--- src/rtl/vcmd_pkg.sv ---
package vcmd_pkg;
  typedef enum logic [1:0] {
    DMA_BUS  = 2'd0,
    DMA_COPY = 2'd1,
    DMA_FILL = 2'd2
  } dma_mode_e;
endpackage

--- src/rtl/vcmd_regfile.sv ---
module vcmd_regfile #(
  parameter int NREGS     = 24,
  parameter int IDXW      = 5,
  parameter int MODE2_IDX = 1,
  parameter int SRCHI_IDX = 23,
  parameter int DMAEN_BIT = 4
) (
  input  logic            clk,
  input  logic            rst_n,
  input  logic            wr_en,
  input  logic [IDXW-1:0] wr_idx,
  input  logic [7:0]      wr_val,
  input  logic [IDXW-1:0] rd_idx,
  output logic [7:0]      rd_val,
  output logic            dma_en,
  output logic [1:0]      src_top
);
  logic [7:0] regs [NREGS];
  logic       in_range;

  assign in_range = int'(wr_idx) < NREGS;

  for (genvar g = 0; g < NREGS; g++) begin : g_reg
    always_ff @(posedge clk) begin
      if (!rst_n)                                       regs[g] <= '0;
      else if (wr_en && in_range && int'(wr_idx) == g)  regs[g] <= wr_val;
    end


    reg_hold_chk: assert property (@(posedge clk) disable iff (!rst_n)
      !(wr_en && int'(wr_idx) == g) |=> $stable(regs[g]));
  end

  assign rd_val  = (int'(rd_idx) < NREGS) ? regs[rd_idx] : 8'h00;
  assign dma_en  = regs[MODE2_IDX][DMAEN_BIT];
  assign src_top = regs[SRCHI_IDX][7:6];


  reg_write_chk: assert property (@(posedge clk) disable iff (!rst_n)
    wr_en && in_range |=> regs[$past(wr_idx)] == $past(wr_val));
endmodule

--- src/rtl/vcmd_cmd_latch.sv ---
module vcmd_cmd_latch #(
  parameter int AW = 16,
  parameter int CW = 6,
  parameter int DW = 16
) (
  input  logic          clk,
  input  logic          rst_n,
  input  logic          first_wr,
  input  logic          second_wr,
  input  logic          clr_pend,
  input  logic [DW-1:0] wdata,
  output logic [AW-1:0] addr,
  output logic [CW-1:0] code,
  output logic          pending
);
  localparam int LOW = AW - 2;
  localparam int HCW = CW - 2;

  always_ff @(posedge clk) begin
    if (!rst_n) begin
      addr    <= '0;
      code    <= '0;
      pending <= 1'b0;
    end else begin
      if (clr_pend) pending <= 1'b0;
      if (first_wr) begin
        addr[LOW-1:0] <= wdata[LOW-1:0];
        code[1:0]     <= wdata[DW-1 -: 2];
        pending       <= 1'b1;
      end else if (second_wr) begin
        addr[AW-1:LOW] <= wdata[1:0];
        code[CW-1:2]   <= wdata[4 +: HCW];
        pending        <= 1'b0;
      end
    end
  end


  first_word_chk: assert property (@(posedge clk) disable iff (!rst_n)
    first_wr |=> pending && addr[LOW-1:0] == $past(wdata[LOW-1:0]));

  second_word_chk: assert property (@(posedge clk) disable iff (!rst_n)
    second_wr |=> !pending && addr[LOW-1:0] == $past(addr[LOW-1:0])
                  && code[1:0] == $past(code[1:0]));

  pend_clear_chk: assert property (@(posedge clk) disable iff (!rst_n)
    clr_pend && !first_wr |=> !pending);
endmodule

--- src/rtl/vcmd_dma_ctl.sv ---
module vcmd_dma_ctl
  import vcmd_pkg::*;
#(
  parameter int AW = 16,
  parameter int CW = 6,
  parameter int DW = 16
) (
  input  logic          clk,
  input  logic          rst_n,
  input  logic          cmd_done,
  input  logic [CW-1:0] new_code,
  input  logic          dma_en,
  input  logic [1:0]    src_top,
  input  logic          ctl_fire,
  input  logic          dat_fire,
  input  logic [DW-1:0] dat_word,
  input  logic [AW-1:0] cur_addr,
  input  logic          len_zero,
  output logic          dma_run,
  output logic          dma_start,
  output dma_mode_e     dma_mode,
  output logic [CW-1:0] dma_code,
  output logic [DW-1:0] fill_value,
  output logic [AW-1:0] fill_addr
);
  logic          fill_armed;
  logic [CW-1:0] arm_code;
  logic          request;

  assign request = cmd_done && new_code[CW-1] && dma_en;

  always_ff @(posedge clk) begin
    if (!rst_n) begin
      dma_run    <= 1'b0;
      dma_start  <= 1'b0;
      dma_mode   <= DMA_BUS;
      dma_code   <= '0;
      fill_value <= '0;
      fill_addr  <= '0;
      fill_armed <= 1'b0;
      arm_code   <= '0;
    end else begin
      dma_start <= 1'b0;
      if (dma_run && len_zero) dma_run <= 1'b0;
      if (request) begin
        if (src_top != 2'b10) begin
          dma_run    <= 1'b1;
          dma_start  <= 1'b1;
          dma_code   <= new_code;
          dma_mode   <= src_top[1] ? DMA_COPY : DMA_BUS;
          fill_armed <= 1'b0;
        end else begin
          fill_armed <= 1'b1;
          arm_code   <= new_code;
        end
      end else if (ctl_fire) begin
        fill_armed <= 1'b0;
      end
      if (dat_fire && fill_armed) begin
        dma_run    <= 1'b1;
        dma_start  <= 1'b1;
        dma_mode   <= DMA_FILL;
        dma_code   <= arm_code;
        fill_value <= dat_word;
        fill_addr  <= cur_addr;
        fill_armed <= 1'b0;
      end
    end
  end


  run_end_chk: assert property (@(posedge clk) disable iff (!rst_n)
    dma_run && len_zero |=> !dma_run);

  start_pulse_chk: assert property (@(posedge clk) disable iff (!rst_n)
    $rose(dma_run) |-> dma_start);

  fill_start_chk: assert property (@(posedge clk) disable iff (!rst_n)
    fill_armed && dat_fire |=> dma_start && dma_mode == DMA_FILL
                               && fill_value == $past(dat_word));
endmodule

--- src/rtl/vcmd_decoder.sv ---
module vcmd_decoder
  import vcmd_pkg::*;
#(
  parameter int NREGS = 24,
  parameter int IDXW  = 5,
  parameter int AW    = 16,
  parameter int CW    = 6,
  parameter int DW    = 16
) (
  input  logic            clk,
  input  logic            rst_n,
  input  logic            ctl_valid,
  output logic            ctl_ready,
  input  logic [DW-1:0]   ctl_data,
  input  logic            ctl_rd,
  input  logic            dat_valid,
  output logic            dat_ready,
  input  logic [DW-1:0]   dat_data,
  input  logic            dma_len_zero,
  input  logic [IDXW-1:0] reg_sel,
  output logic [7:0]      reg_val,
  output logic [AW-1:0]   acc_addr,
  output logic [CW-1:0]   acc_code,
  output logic            cmd_pending,
  output logic            dma_run,
  output logic            dma_start,
  output logic [1:0]      dma_mode,
  output logic [CW-1:0]   dma_code,
  output logic [DW-1:0]   fill_value,
  output logic [AW-1:0]   fill_addr
);
  logic          ctl_fire, dat_fire;
  logic          reg_wr, first_wr, second_wr;
  logic          dma_en;
  logic [1:0]    src_top;
  logic [CW-1:0] new_code;
  dma_mode_e     mode_q;

  assign ctl_ready = !dma_run;
  assign dat_ready = !dma_run;
  assign ctl_fire  = ctl_valid && ctl_ready;
  assign dat_fire  = dat_valid && dat_ready;

  assign reg_wr    = ctl_fire && !cmd_pending && ctl_data[DW-1 -: 2] == 2'b10;
  assign first_wr  = ctl_fire && !cmd_pending && ctl_data[DW-1 -: 2] != 2'b10;
  assign second_wr = ctl_fire && cmd_pending;
  assign new_code  = {ctl_data[4 +: CW-2], acc_code[1:0]};
  assign dma_mode  = mode_q;

  vcmd_regfile #(.NREGS(NREGS), .IDXW(IDXW)) u_regs (
    .clk     (clk),
    .rst_n   (rst_n),
    .wr_en   (reg_wr),
    .wr_idx  (ctl_data[8 +: IDXW]),
    .wr_val  (ctl_data[7:0]),
    .rd_idx  (reg_sel),
    .rd_val  (reg_val),
    .dma_en  (dma_en),
    .src_top (src_top)
  );

  vcmd_cmd_latch #(.AW(AW), .CW(CW), .DW(DW)) u_cmd (
    .clk       (clk),
    .rst_n     (rst_n),
    .first_wr  (first_wr),
    .second_wr (second_wr),
    .clr_pend  (dat_fire || ctl_rd),
    .wdata     (ctl_data),
    .addr      (acc_addr),
    .code      (acc_code),
    .pending   (cmd_pending)
  );

  vcmd_dma_ctl #(.AW(AW), .CW(CW), .DW(DW)) u_dma (
    .clk        (clk),
    .rst_n      (rst_n),
    .cmd_done   (second_wr),
    .new_code   (new_code),
    .dma_en     (dma_en),
    .src_top    (src_top),
    .ctl_fire   (ctl_fire),
    .dat_fire   (dat_fire),
    .dat_word   (dat_data),
    .cur_addr   (acc_addr),
    .len_zero   (dma_len_zero),
    .dma_run    (dma_run),
    .dma_start  (dma_start),
    .dma_mode   (mode_q),
    .dma_code   (dma_code),
    .fill_value (fill_value),
    .fill_addr  (fill_addr)
  );


  lockout_chk: assert property (@(posedge clk) disable iff (!rst_n)
    dma_run && !dma_len_zero && !ctl_rd |=> $stable(acc_addr) && $stable(acc_code)
                                            && $stable(cmd_pending));
endmodule

--- config.mk ---
export PLATFORM = sky130hd
export DESIGN_NAME = vcmd_decoder
export DESIGN_NICKNAME = d
export VERILOG_FILES = /design/src/rtl/vcmd_pkg.sv /design/src/rtl/vcmd_regfile.sv /design/src/rtl/vcmd_cmd_latch.sv /design/src/rtl/vcmd_dma_ctl.sv /design/src/rtl/vcmd_decoder.sv
export SDC_FILE = /design/constraint.sdc
export NUM_CORES = 1
export LEC_CHECK = 0
export BUFFER_PORTS_ARGS = -buffer_cell sky130_fd_sc_hd__buf_2
export CAP_MARGIN = 5
export CORE_ASPECT_RATIO = 2
export CORE_MARGIN = 2
export CORE_UTILIZATION = 50
export CTS_CLUSTER_SIZE = 8
export DETAILED_ROUTE_END_ITERATION = 8
export PLACE_DENSITY = 0.81
export RECOVER_POWER = 25
export SKIP_CTS_REPAIR_TIMING = 1
export SLEW_MARGIN = 20
export SYNTH_ARGS = -nofsm -noshare
export SYNTH_HDL_FRONTEND = slang
export SYNTH_SLANG_ARGS = --single-unit
--- constraint.sdc ---
create_clock -name clk -period 3.9 [get_ports clk]
set_clock_uncertainty 0.1 [all_clocks]
set_input_delay 0.195 -clock clk [delete_from_list [all_inputs] [get_ports clk]]
set_output_delay 0.195 -clock clk [all_outputs]
set_load 0.01 [all_outputs]
==> results.md <==
- The max-slew violation count is 41.
- At the pin with the least slew margin, the transition time is roughly 1.9 ns.
- The checks that failed: design-rule violations, max-capacitance violations, max-slew violations.
- The routed layout has 8074 vias.
- Dividing the detail-routed wire length by the instance count gives 21.4 µm.
- The clock-pin slew on the worst setup and hold paths is 0.05 ns.
- Summing all multi-input logic gate instances after layout gives 4350 µm².
- The congestion estimate from routability-driven global placement came to 0.880.
- The flip-flop and latch count after synthesis is between 200 and 300.
- By area, the combinational part of the netlist is dominated by simple AND/OR/NAND/NOR gates.
- The first global-routing pass estimated 44500 µm of wire.
- The average instance in the mapped netlist occupies 12.2 µm².
- The data arrival at the endpoint of the critical path is between 2 and 3 ns.
- The number of enable-type register cells in the synthesized netlist is 192.
- Of the total synthesized cell area, the portion taken by full adders, half adders and majority gates is 0%.
- Fill cells in the final layout number 1808.
- The clock insertion delay at the later pin of the skew report is 0.51 ns.
- The die outline area is 25100 µm².
- Setup violations remaining at the end of the flow were counted as 0.
- The DRC violations left is 4.
- The number of primary I/O pins is 118.
- The count of cells in the finished layout, fillers not included, comes to 1404.
- The async set-or-reset flop fraction in the synthesized netlist is 0%.
- The synthesized netlist devotes 7.68% of its cell area to compound gates.
- The synthesized netlist occupies a cell area of 11900 µm².
- The total power consumption of the routed design is 0.00647 W.
- From bottom edge to top edge, the die measures 222 µm.
- The xor and xnor area share after synthesis is 0%.
- Global routing finished with a remaining overflow of 0.
- The total leakage power is 5.17 nW.
- The antenna diode count is 0.
- The floorplan has 79 rows.
- The power density relative to cell area is 467 nW/µm².
- Synthesis produced a netlist with a net count of about 1000.
- The flow ran to the end, but the final reports show violations.
- The worst supply voltage drop on vdd is 337 µV.
- The via count of the first global-routing pass is about 8200.
- In this run the worst hold path is classified as input pin to flop.
- Registers take 7210 µm².
- The total wire length is 30100 µm.
- The routed via count divided by cell count is 5.75.
- The worst slew margin relative to its limit is -23.6%.
- The data required time at the worst endpoint is 3.93 ns.
- The clock tree buffer depth is 3.
- Entering global routing, the biggest net connects 99 pins.
- The proportion of synthesized chip area in sequential cells is 60.5%.
- Port buffering added 117 buffers.
- In this run the worst path has a maximum fanout of 8.
- The area growth from synthesis to layout is 16.4%.
- The smallest clock period supported by the final layout is computed as 2.93 ns.
- The post-detailed-placement half-perimeter wirelength is 20000 µm.
- The fmax is 0.342 GHz.
- The tree is rooted in a sky130_fd_sc_hd__clkbuf_16.
- The hold violation total from the final report is 0.
- The depth of the CTS H-tree is 2.
- The effective utilization at floorplan is 51.0%.
- In this run, CTS created clock tree buffers numbering 38.
- The basic-gate share of the synthesized area counting and, or, nand and nor cells is 19.8%.
- The fraction of layout cells with a size suffix above 1 is 12.3%.
- The TritonCTS clock tree is done.
- The net count reported at finish is 1155.
- Yosys printed 0 warnings.
- The number of placed instances with taps included is 1328.
- Setup repair after global routing left no endpoint under its margin.
- The type of element capturing the critical path is a flop.
- Counting every sink on the clock net gives 264.
- In this run the remaining antenna-violating nets after routing total 0.
- After layout, the worst path uses 75.0% of the clock period.
- The total routing resource utilization after global routing is a little under a quarter.
- The detailed-router iteration count before antenna repair is 7.
- In the synthesized netlist, the number of instances is 979.
- The number of antenna violations at the first check in global routing came to 0.
- The core outline area is about 23000 µm².
- Measured against the total synthesized area, the mux share comes to 9.33%.
- After synthesis, the netlist uses 40 different library cells.
- The worst setup path is launched from a flop.
- The x dimension of the die is about 110 µm.
- For this run, the leading register cell type out of synthesis is sky130_fd_sc_hd__edfxtp_1.
- The first routing iteration left 533 violations.
- The max-capacitance violation count is 1.
- By startpoint and endpoint, the worst setup path is classified as flop to flop.
- The setup TNS after final layout is 0 ns.
## path summary, 6_finish.rpt
check / startpoint / slack, ns / cells after the start / to
max: u_cmd.pending / 0.97 / 4 / u_regs.regs[14][2]
min: dat_valid / 0.007 / 4 / u_cmd.pending
min reg2reg: u_dma.fill_addr[3] / 0.36 / 2 / u_dma.fill_addr[3]
max reg2reg: u_cmd.pending / 0.97 / 4 / u_regs.regs[14][2]
## flip-flops by register name, indices dropped and copies added, names as in the netlist
signal            flops
u_cmd.addr           16
u_dma.arm_code        6
u_dma.dma_mode        2
u_dma.fill_armed      1
u_dma.fill_value     16
u_cmd.pending         1
u_dma.dma_code        6
u_cmd.code            6
u_dma.fill_addr      16
u_dma.dma_run         1
u_regs.regs         192
u_dma.dma_start       1
## final cells by class
cell class / count / share of cell area, %
multi-input combinational: 644 / 31.4
timing repair buffer: 162 / 6.63
clock buffer: 48 / 7.29
tap: 283 / 2.56
sequential: 264 / 52.0
clock inverter: 1 / 0.0632
inverter: 2 / 0.0542
## critical path: stages, from the launching register on
cell and delay [ns]:
sky130_fd_sc_hd__dfxtp_1 0.34, sky130_fd_sc_hd__or3b_1 0.46, sky130_fd_sc_hd__nor3_1 0.53, sky130_fd_sc_hd__nand3_1 0.27, sky130_fd_sc_hd__o21ai_0 0.85
## routing by layer
metal	GRT usage [%]	vias to the layer above	routed length (µm)
li1	-	3725	-
met1	23.4	3889	10100
met2	43.1	357	16500
met3	3.85	103	1690
met4	15.4	0	1770
met5	0	-	0
## kinds of logic (layout without fill, tap and decap cells)
kind of cell           after synthesis  after routing
DFF                                264            264
buffers and inverters               71            213
AOI/OAI and AO/OA                  131            131
muxes                               91             91
and+or+nand+nor                    422            422
## power breakdown
part / internal, W / switching (W)
Clock: 0.00178 / 0.00110
Sequential: 0.00310 / 0.0000449
Combinational: 0.000160 / 0.000281
## stage by stage
| stage | worst slack [ns] | hold slack, ns | utilization (%) | instance area (µm²) |
|---|---|---|---|---|
| floorplan | 1.54 | 0.240 | - | 11900 |
| global placement | 1.13 | 0.345 | 54.4 | 12700 |
| detailed placement | 1.03 | 0.353 | 54.4 | 12700 |
| CTS | 1.02 | -0.176 | 58.8 | 13700 |
| global route | 0.833 | 0.0149 | 59.4 | 13900 |
| finish | 0.974 | 0.00668 | 59.4 | 13900 |
## layout by cell type (no fill, tap or decap), types with 17 or more instances in the layout
cell,instances
sky130_fd_sc_hd__dlygate4sd3_1,27
sky130_fd_sc_hd__clkbuf_16,39
sky130_fd_sc_hd__a22oi_1,24
sky130_fd_sc_hd__a21boi_0,49
sky130_fd_sc_hd__nor2b_1,18
sky130_fd_sc_hd__dfxtp_1,72
sky130_fd_sc_hd__clkbuf_1,77
sky130_fd_sc_hd__mux2i_1,75
sky130_fd_sc_hd__edfxtp_1,192
sky130_fd_sc_hd__buf_4,17
sky130_fd_sc_hd__o21ai_0,22
sky130_fd_sc_hd__nand3_1,27
sky130_fd_sc_hd__buf_2,49
sky130_fd_sc_hd__nand2_1,119
sky130_fd_sc_hd__and2_1,180
sky130_fd_sc_hd__nor2_1,18
## Yosys cell counts (all sizes together), types with 2 or more instances
cell    instances  area (µm²)
nand3b          5        37.5
buf            22         130
nor3b           3        38.8
o211ai          8        60.1
o211a           5        50.1
and2          194        1210
o21ai          27         135
dfxtp          72        1440
nor2           19         101
a221oi          4        35.0
mux2i          75         751
a21oi           9        45.0
edfxtp        192        5770
nand2b         11        68.8
clkbuf         47         176
nor2b          18         113
a22oi          24         180
a21boi         49         368
nor3           20         150
o31ai           2        15.0
nand3          28         145
nand2         119         447
o21a            2        15.0
mux4           16         360
inv             2        7.51
Power figures use the tool's default switching activity.
